--- src/rtl/casc_counter.sv ---
module casc_counter #(
  parameter int WIDTH = 4
) (
  input  logic             clk,
  input  logic             clr_n,
  input  logic             ld_n,
  input  logic             en_par,
  input  logic             en_trk,
  input  logic [WIDTH-1:0] din,
  output logic [WIDTH-1:0] cnt,
  output logic             term
);
  localparam logic [WIDTH-1:0] ALL_ONES = {WIDTH{1'b1}};
  localparam logic [WIDTH-1:0] STEP     = {{(WIDTH-1){1'b0}}, 1'b1};

  logic advance;
  logic at_top;

  assign advance = ld_n & en_par & en_trk;
  assign at_top  = (cnt == ALL_ONES);
  assign term    = en_trk & at_top;

  always_ff @(posedge clk or negedge clr_n) begin
    if (!clr_n)
      cnt <= '0;
    else if (!ld_n)
      cnt <= din;
    else if (advance)
      cnt <= cnt + STEP;
  end
endmodule


--- config.mk ---
export PLATFORM = sky130hd
export DESIGN_NAME = casc_counter
export DESIGN_NICKNAME = d
export VERILOG_FILES = /design/src/rtl/casc_counter.sv
export SDC_FILE = /design/constraint.sdc
export NUM_CORES = 1
export LEC_CHECK = 0
export BUFFER_PORTS_ARGS = -buffer_cell sky130_fd_sc_hd__buf_2
export CAP_MARGIN = 10
export CORE_AREA = 5 5 42 44
export DETAILED_ROUTE_END_ITERATION = 16
export DIE_AREA = 0 0 47 49
export GPL_ROUTABILITY_DRIVEN = 0
export SLEW_MARGIN = 20
export SYNTH_ARGS = -nofsm -noshare
export SYNTH_HDL_FRONTEND = slang
export SYNTH_SLANG_ARGS = --single-unit
--- constraint.sdc ---
create_clock -name clk -period 1.55 [get_ports clk]
set_input_delay 0.31 -clock clk [delete_from_list [all_inputs] [get_ports clk]]
set_output_delay 0.31 -clock clk [all_outputs]
set_load 0.03 [all_outputs]
Word level (Yosys, flattened, before mapping) --
Cells that the tools add are included. Widths: inputs -> output; s select.
Storage, ports and cells: bits in registers 4, input bits 9, output and inout bits 5, word-level logic and storage cells 9
Cells by class: $add $sub $neg 1, equality and inequality tests 2, muxes and demuxes 2, bitwise logic cells 3
Operators with widths (count):
- $mux 4 | 2
- $add 4x1->4 const B | 1
- $eq 4x4->1 const B | 1
- $and 1x1->1 | 3
- $ne 2x1->1 const B | 1

Longest topological paths before layout --
Gate-level depths: netlist (run 1).
depth after elaboration 4, gate-level depth with buffers 4, mapped depth without buffers 4

Worst setup path after synthesis (run 1) --
No wires, ideal clock.
path kind flip-flop to output port, start point reg cnt[0], end point out term, arrival time 1056 ps, required time 1240 ps, path slack 184 ps, stages on the path, launching flop included 3, buffers on the path 0, cell sequence dfrtp_1 -> ha_1 -> and4_2
On the way: cells in the longest elaborated chain, start to end 2
Ends and longest elaborated chain:
- from (decl) | line 10 | output logic [WIDTH-1:0] cnt,
- from (signal assigned) | line 27 | cnt <= din;
- from (signal assigned) | line 29 | cnt <= cnt + STEP;
- $eq 4x4->1 | line 20 | assign at_top = (cnt == ALL_ONES);
- $and 1x1->1 | line 21 | assign term = en_trk & at_top;
- to (decl) | line 11 | output logic term
Every way passes these cells.

Worst setup path after layout (run 1) --
Same ends and word-level chain as after synthesis.

==> reports/metrics.cfg, run 1 <==
[clock_tree]
cts_num_sinks=4
clk_pin_slew_ns=0.04
clk_latency_ns=0.23
clockRootBuffer=clkbuf_4
cts_max_level=1
cts_buffers=3
postCtsResizedCells=0
clk_path_buf_depth=2
cts_tree=done

[global_routing]
antenna_found_initial=0
grt_pass1_wl_mm=1.007
track_usage_pct=6.219
grt-ovfl-total=0
grt_pass1_vias=240
grt_max_degree=9

[sta]
period_minus_slack_ns=1.481
setup_viol=0
worstMarginPinSlew_ns=0.1308
relSlewSlack_pct=91.03
period_share_pct=95.55
tns_ns=0
fmax_mhz=675.2
fin_ws_ns=0.06893
fin_skew_ns=0.001851
rsz0062_at_grt=no
final_max_slew_viol_count=0
hold_viol=0

[route]
vias=219
drt-initial-drc-count=3
antenna_left=0
drc_errors=0
first_pass_iters=4
wl_um=572
routed_via_density=3.776
avgRoutedWirePerCell_um=9.862

[floorplanning]
std_cell_rows=14
die_w_um=47
core_um2=1401
die_area_um2=2303
initial_utilization_pct=15.54
dieHeight_um=49
io_pins=14

[synth]
synth-edff-count=0
synth_area_per_cell_um2=9.466
ys_ff_latch=4
synth_cells=23
async_flop_share_pct=100.0
synth_area_leaders=dfrtp_1, xor2_1, a21oi_1
synth_cell_types=13
ys.flop_type=dfrtp_1
seq_area_frac_synth_pct=45.98
syn-num-nets=33
syn_area_um2=217.7
synth_top_area_share_pct=45.98
yosys_warnings=0
synth_top_cell_by_area=dfrtp_1

[worst_setup_path]
timing_worst_setup_path_type=reg2out
path_max_fanout=3
worst_setup_path_start_kind=register
reg2reg_from=cnt[0]
crit_start=cnt[0]
worstPathArrival_ns=1.17
end_kind=output pin
cp.required_ns=1.24

[placed_design]
dp_cells=51
hpwl_um=445.3
dp_slack_ns=0.2846
numPortBuffers=13

[layout]
largest_register_ffs=4
finalNonFillerCells=58
final_util_pct=25.27
final_nets=54
num_antenna_cells=0
reg.largest.list=cnt: 4 flops
largest-register=cnt
syn_to_final_growth_pct=62.64
layout-drive-gt1-share_pct=50.00

[power]
p_total_uw=365.7
p_per_area_nw_per_um2=1033
p_leak_uw=0.0001736
ir_worst_vdd_v=0.0002741

[status]
status=completed

[flow_run]
drv_cap=0

[hold_path]
hold_path.class=in2reg
hold_start=din[1]

report_power, final:
group / internal, uW / switching, uW
registers: 117 / 9.99
clock network: 86.6 / 41.6
logic: 46.9 / 63.2
total: 251 / 115
worst max-delay path, stage by stage, from the launching register on:
cell and delay, ns:
dfrtp_1 0.39, ha_1 0.21, and4_2 0.17, buf_2 0.17
timing repair:
action                     4_1_cts  5_1_grt
setup endpoints to repair        0        1
hold endpoints to repair         4        0
buffers inserted                 0        3
hold buffers                     1        0
synth_stat cells, drive strengths merged, types with 2 or more instances:
cell type / n
nor2: 4
nand3: 2
xor2: 2
a21oi: 3
dfrtp: 4
routing by layer:
layer  up-vias  global-route usage (%)  share of wire (%)  wire [um]
met5         -                       0                  0          0
met4         0                   4.147                  0          0
met3         0                   4.059                 16         89
met2        11                   7.466                 36        204
met1        89                   7.778                 48        277
li1        119                       -                  -          -
final timing paths:
path	to	slack (ns)	cells after the start
max reg2reg	cnt[3]	0.43	4
max in group asynchronous	cnt[0]	1.02	2
min in group asynchronous	cnt[2]	0.41	2
min	cnt[1]	0.32	3
max	term	0.07	3
min reg2reg	cnt[3]	0.60	2
final cells by class:
type                       instances  area [um^2]
multi-input combinational         18        113.9
timing repair buffer              17        97.59
fill                             168         1047
tap                               16        20.02
sequential                         4        100.1
clock buffer                       3        22.52
cell families (layout without fill, tap and decap cells):
family / after synthesis / after routing / synth area share [%]
simple gates: 9 / 9 / 21.84
compound gates: 5 / 5 / 12.07
fa+ha+maj: 1 / 1 / 5.746
flops: 4 / 4 / 45.98
xor+xnor: 2 / 2 / 8.047
buf+inv: 1 / 20 / 1.722
mux: 1 / 1 / 4.598
per-stage QoR:
| step | area [um^2] | hold WS (ns) |
|---|---|---|
| global placement | 299.0 | 0.1207 |
| detailed placement | 299.0 | 0.1215 |
| finish | 354.1 | 0.3233 |
| CTS | 331.6 | 0.3180 |
| global route | 354.1 | 0.3571 |
| floorplan | 217.7 | 0.01441 |
layout by cell type (no fill, tap or decap):
cell type | Yosys | routed
a31oi_1 | 1 | 1
or3_1 | 1 | 1
nor2_1 | 4 | 4
clkbuf_4 | 0 | 3
nand2_2 | 1 | 1
buf_4 | 0 | 3
buf_2 | 0 | 13
dfrtp_1 | 4 | 4
and4_2 | 1 | 1
mux2i_1 | 1 | 1
o21ai_0 | 1 | 1
dlygate4sd3_1 | 0 | 1
xor2_1 | 2 | 2
ha_1 | 1 | 1
nand3_1 | 2 | 2
a21oi_1 | 3 | 3
Note: power is estimated with default switching activity, not from simulation.
==> run 2: changes to the inputs <==
BUFFER_PORTS_ARGS = -buffer_cell sky130_fd_sc_hd__buf_4   (was -buffer_cell sky130_fd_sc_hd__buf_2)
==> run 2 against run 1 <==
Against the previous run:
- global-route usage grew 0.28 points
- worst setup slack gained 0.0060 ns
- highest routed layer unchanged
- clock skew shrank 0.0017 ns
- non-clock buffer count shrank 2
- critical endpoint unchanged
- wire length shrank 4.2%
- sequential cell count is the same
- clock power is essentially flat
- worst hold slack lost 0.0098 ns
- first-iteration DRC count shrank 67%
- power grew 1.0%
- combinational power is essentially flat
- sequential power is essentially flat
==> reports/metrics.cfg, run 2 (synthesis gave the netlist of run 1 again) <==
[route]
wl_um=548  ; was 572 um
drt-initial-drc-count=1  ; was 3
avgRoutedWirePerCell_um=9.786  ; was 9.862 um
vias=218  ; was 219
drc_errors=0  ; unchanged
first_pass_iters=2  ; was 4
antenna_left=0  ; unchanged
routed_via_density=3.893  ; was 3.776

[floorplanning]
io_pins=14  ; unchanged
std_cell_rows=14  ; unchanged
initial_utilization_pct=15.54  ; unchanged
core_um2=1401  ; unchanged
die_w_um=47  ; unchanged
die_area_um2=2303  ; unchanged
dieHeight_um=49  ; unchanged

[layout]
final_common_cell=buf_4  ; was buf_2
syn_to_final_growth_pct=70.69  ; was 62.64%
reg.largest.list=cnt: 4 flops  ; unchanged
num_antenna_cells=0  ; unchanged
largest-register=cnt  ; unchanged
layout-drive-gt1-share_pct=47.50  ; was 50.00%
mostFrequentLayoutCells=buf_4, nor2_1, dfrtp_1  ; was buf_2, nor2_1, dfrtp_1
fill_cells=164  ; was 168
final_nets=52  ; was 54
largest_register_ffs=4  ; unchanged

[clock_tree]
clk_pin_slew_ns=0.04  ; about the same
clockRootBuffer=clkbuf_4  ; unchanged
cts_max_level=1  ; unchanged
clk_path_buf_depth=2  ; unchanged
cts_num_sinks=4  ; unchanged
clk_latency_ns=0.23  ; about the same
postCtsResizedCells=0  ; unchanged
cts_tree=done  ; unchanged
cts_buffers=3  ; unchanged

[hold_path]
hold_path.class=in2reg  ; unchanged

[status]
status=completed  ; unchanged

[global_routing]
grt_max_degree=9  ; unchanged
grt_pass1_vias=228  ; was 240
grt_pass1_wl_um=986  ; was 1.007 mm
antenna_found_initial=0  ; unchanged
grt-ovfl-total=0  ; unchanged
track_usage_pct=6.502  ; was 6.219%

[worst_setup_path]
worstPathArrival_ns=1.17  ; about the same
path_max_fanout=4  ; was 3
path_cells=ha_1 -> and4_2 -> buf_4  ; was ha_1 -> and4_2 -> buf_2
cp.required_ns=1.24  ; about the same
critical-path-max-stage-delay_ns=0.40  ; was 0.39 ns
timing_worst_setup_path_type=reg2out  ; unchanged
worst_setup_path_start_kind=register  ; unchanged
end_kind=output pin  ; unchanged
critical-path-slowest-cell=dfrtp_1  ; unchanged

[sta]
final_max_slew_viol_count=0  ; unchanged
relSlewSlack_pct=91.64  ; was 91.03%
setup_viol=0  ; unchanged
fin_skew_ns=0.0001359  ; was 0.001851 ns
fmax_mhz=677.9  ; was 675.2 MHz
hold_viol=0  ; unchanged
period_minus_slack_ns=1.475  ; was 1.481 ns
worstMarginPinSlew_ns=0.1219  ; was 0.1308 ns
rsz0062_at_grt=no  ; unchanged
period_share_pct=95.17  ; was 95.55%
tns_ns=0  ; unchanged

[power]
p_per_area_nw_per_um2=993.9  ; was 1033 nW/um^2
p_leak_uw=0.0001754  ; was 0.0001736 uW
p_total_uw=369.3  ; was 365.7 uW
ir_worst_vdd_v=0.0002240  ; was 0.0002741 V

[placed_design]
numPortBuffers=13  ; unchanged

[flow_run]
drv_cap=0  ; unchanged

run 2: cell count changes in the layout (fill, tap and decap cells not counted), sizes merged:
cell / previous run / this run
buf: 16 / 14
run 2: layout make-up:
class	instances	area (um^2)	share of cell area (%)
clock buffer	3	22.52	6.061
tap	16	20.02	5.387
timing repair buffer	15	115.1	30.98
multi-input combinational	18	113.9	30.64
sequential	4	100.1	26.94
run 2: what timing repair did:
item                                    CTS  global route
endpoints found under the hold margin     4             0
endpoints found under the setup margin    0             1
hold buffers                              1             0
buffers inserted                          0             1
run 2: final timing paths:
kind	slack, ns	startpoint	end	cells after the start
worst max-delay path	0.07	cnt[1]	term	3
worst min-delay path	0.31	ld_n	cnt[1]	2
worst max register to register	0.50	cnt[2]	cnt[3]	3
worst min register to register	0.59	cnt[3]	cnt[3]	2
max in group asynchronous	1.04	clr_n	cnt[3]	2
min in group asynchronous	0.41	clr_n	cnt[2]	2
run 2: critical path: cells and delay by family, from the launching register on:
| family | cells | cell delay, ns |
|---|---|---|
| buffers and inverters | 1 | 0.16 |
| adder cells (fa/ha/maj) | 1 | 0.20 |
| flip-flops | 1 | 0.40 |
| AND/OR/NAND/NOR | 1 | 0.17 |
run 2: per-stage QoR:
step,utilization [%],hold WS (ns),cells,worst slack (ns),area (um^2)
final,26.52,0.3135,56,0.07491,371.6
after global routing,26.52,0.3344,56,0.01113,371.6
after CTS,25.98,0.3040,55,0.03335,364.1
after detailed placement,23.66,0.1089,51,0.2914,331.6
after global placement,23.66,0.1088,51,0.3046,331.6
after floorplan,-,0.01441,23,0.1837,217.7
run 2: where the power goes:
group / total (uW) / internal [uW] / switching, uW
registers: 129 / 117 / 11.4
logic: 113 / 52.9 / 59.7
clock network: 128 / 86.5 / 41.5
run 2: layer usage:
layer / wire (um) / GRT usage (%)
met3: 85 / 4.059
met4: 0 / 6.912
met1: 232 / 7.556
met5: 0 / 0
met2: 229 / 7.240
==> run 3: changes to the inputs <==
--- a/config.mk
+++ b/config.mk
@@ -11,5 +11,4 @@
 export DETAILED_ROUTE_END_ITERATION = 16
 export DIE_AREA = 0 0 47 49
-export GPL_ROUTABILITY_DRIVEN = 0
 export SLEW_MARGIN = 20
 export SYNTH_ARGS = -nofsm -noshare
==> constraint.sdc (replaced) <==
create_clock -name clk -period 1.55 [get_ports clk]
set_input_delay 0.2325 -clock clk [delete_from_list [all_inputs] [get_ports clk]]
set_output_delay 0.2325 -clock clk [all_outputs]
set_load 0.03 [all_outputs]
==> run 3 against run 2 <==
Against the previous run:
- sequential cell count did not move
- highest routed layer unchanged
- worst hold slack got worse by 0.077 ns
- non-clock buffer count fell by 1
- critical path depth did not move
- first-iteration DRC count rose to 4.0 times the previous value
- clock power barely moved
- clock skew did not move
- fmax rose by 3.7%
- power fell by 1.3%
- via count fell by 1.8%
- utilization fell by 0.54 points
- cell area fell by 2.0%
==> reports/metrics.cfg, run 3 (synthesis gave the netlist of run 1 again) <==
[sta]
period_minus_slack_ns=1.422  ; was 1.475 ns
setup_viol=0  ; unchanged
final_max_slew_viol_count=0  ; unchanged
fmax_mhz=703.3  ; was 677.9 MHz
worstMarginPinSlew_ns=0.1219  ; about the same
rsz0062_at_grt=no  ; unchanged
relSlewSlack_pct=91.64  ; unchanged
holdWs_ns=0.2365  ; was 0.3135 ns
period_share_pct=91.73  ; was 95.17%
fin_skew_ns=0.0001359  ; unchanged
tns_ns=0  ; unchanged
hold_viol=0  ; unchanged

[clock_tree]
clk_latency_ns=0.23  ; about the same
cts_num_sinks=4  ; unchanged
cts_buffers=3  ; unchanged
clockRootBuffer=clkbuf_4  ; unchanged
postCtsResizedCells=0  ; unchanged
clk_path_buf_depth=2  ; unchanged
cts_max_level=1  ; unchanged
clk_pin_slew_ns=0.04  ; about the same
cts_tree=done  ; unchanged

[worst_setup_path]
worst_setup_path_start_kind=register  ; unchanged
worstPathArrival_ns=1.19  ; was 1.17 ns
path_buf_inv=1  ; unchanged
cp.required_ns=1.32  ; was 1.24 ns
path_max_fanout=4  ; unchanged
end_kind=output pin  ; unchanged
reg2reg_slack_ns=0.49  ; was 0.50 ns
path_cells=ha_1 -> and4_2 -> buf_4  ; unchanged
critical-path-slowest-cell=dfrtp_1  ; unchanged
timing_worst_setup_path_type=reg2out  ; unchanged
critPathTopFamily=flip-flops  ; unchanged
critical-path-max-stage-delay_ns=0.40  ; about the same

[layout]
fill_cells=166  ; was 164
syn_to_final_growth_pct=67.24  ; was 70.69%
largest-register=cnt  ; unchanged
final_common_cell=buf_4  ; unchanged
reg.largest.list=cnt: 4 flops  ; unchanged
largest_register_ffs=4  ; unchanged
regArea_um2=100.1  ; unchanged
layout-drive-gt1-share_pct=46.15  ; was 47.50%
mostFrequentLayoutCells=buf_4, nor2_1, dfrtp_1  ; unchanged
num_antenna_cells=0  ; unchanged
final_nets=51  ; was 52
multi_input_area_um2=113.9  ; unchanged

[floorplanning]
die_w_um=47  ; unchanged
std_cell_rows=14  ; unchanged
io_pins=14  ; unchanged
dieHeight_um=49  ; unchanged
initial_utilization_pct=15.54  ; unchanged
die_area_um2=2303  ; unchanged
core_um2=1401  ; unchanged

[placed_design]
gp_congestion=0.6663
numPortBuffers=13  ; unchanged

[power]
p_leak_uw=0.0001706  ; was 0.0001754 uW
ir_worst_vdd_v=0.0002239  ; was 0.0002240 V
p_per_area_nw_per_um2=1001  ; was 993.9 nW/um^2
p_total_uw=364.4  ; was 369.3 uW

[global_routing]
met3_usage_pct=4.059  ; unchanged
grt_pass1_vias=229  ; was 228
antenna_found_initial=0  ; unchanged
track_usage_pct=6.431  ; was 6.502%
grt_pass1_wl_um=979  ; was 986 um
grt_max_degree=9  ; unchanged
grt_use_met1_pct=6.889  ; was 7.556%
grt_use_met2_pct=7.692  ; was 7.240%
grt-ovfl-total=0  ; unchanged
grt_busiest_layer=met2  ; was met1

[route]
antenna_left=0  ; unchanged
drc_errors=0  ; unchanged
wl_um=536  ; was 548 um
routed_via_density=3.891  ; was 3.893
avgRoutedWirePerCell_um=9.745  ; was 9.786 um
first_pass_iters=2  ; unchanged
vias=214  ; was 218
drt-initial-drc-count=4  ; was 1

[hold_path]
hold_path.class=in2reg  ; unchanged

[flow_run]
drv_cap=0  ; unchanged

[status]
status=completed  ; unchanged

[run 3: cell types whose count changed in the layout (fill, tap and decap cells not counted)]
cell / delta
buf_4: -1
[run 3: report_power, final]
group | switching [uW] | internal, uW | leakage [uW]
clock | 41.5 | 86.5 | 0.0000138
combinational | 57.4 | 49.0 | 0.000112
sequential | 12.6 | 117 | 0.0000448
total | 111 | 253 | 0.000171
[run 3: worst paths after layout]
path / startpoint / end / cells after the start
min reg2reg: cnt[3] / cnt[3] / 2
max: cnt[0] / term / 3
max reg2reg: cnt[0] / cnt[3] / 3
max in group asynchronous: clr_n / cnt[3] / 2
min in group asynchronous: clr_n / cnt[2] / 2
min: ld_n / cnt[1] / 2
[run 3: per-layer routing]
metal	up-vias	share of wire (%)
li1	114	-
met1	89	43
met2	11	41
met3	0	16
met4	0	0
met5	-	0
[run 3: timing repair]
action,4_1_cts,5_1_grt
setup buffers,0,0
hold buffers,1,0
hold endpoints to repair,4,0
[run 3: layout make-up]
cell class	instances	area share, %
multi-input combinational	18	31.27
timing repair buffer	14	29.55
tap	16	5.498
clock buffer	3	6.186
sequential	4	27.49
[run 3: metrics by stage]
stage / setup WS (ns) / utilization (%) / instance area [um^2] / instances
after floorplan: 0.2612 / - / 217.7 / 23
after global placement: 0.3820 / 23.66 / 331.6 / 51
after detailed placement: 0.3689 / 23.66 / 331.6 / 51
after CTS: 0.1108 / 25.98 / 364.1 / 55
after global routing: 0.05291 / 25.98 / 364.1 / 55
final: 0.1281 / 25.98 / 364.1 / 55
[run 3: worst register-to-register path, cell delays in order (launching register included)]
cell and delay [ns]:
dfrtp_1 0.39, nand3_1 0.10, or3_1 0.30, a31oi_1 0.18
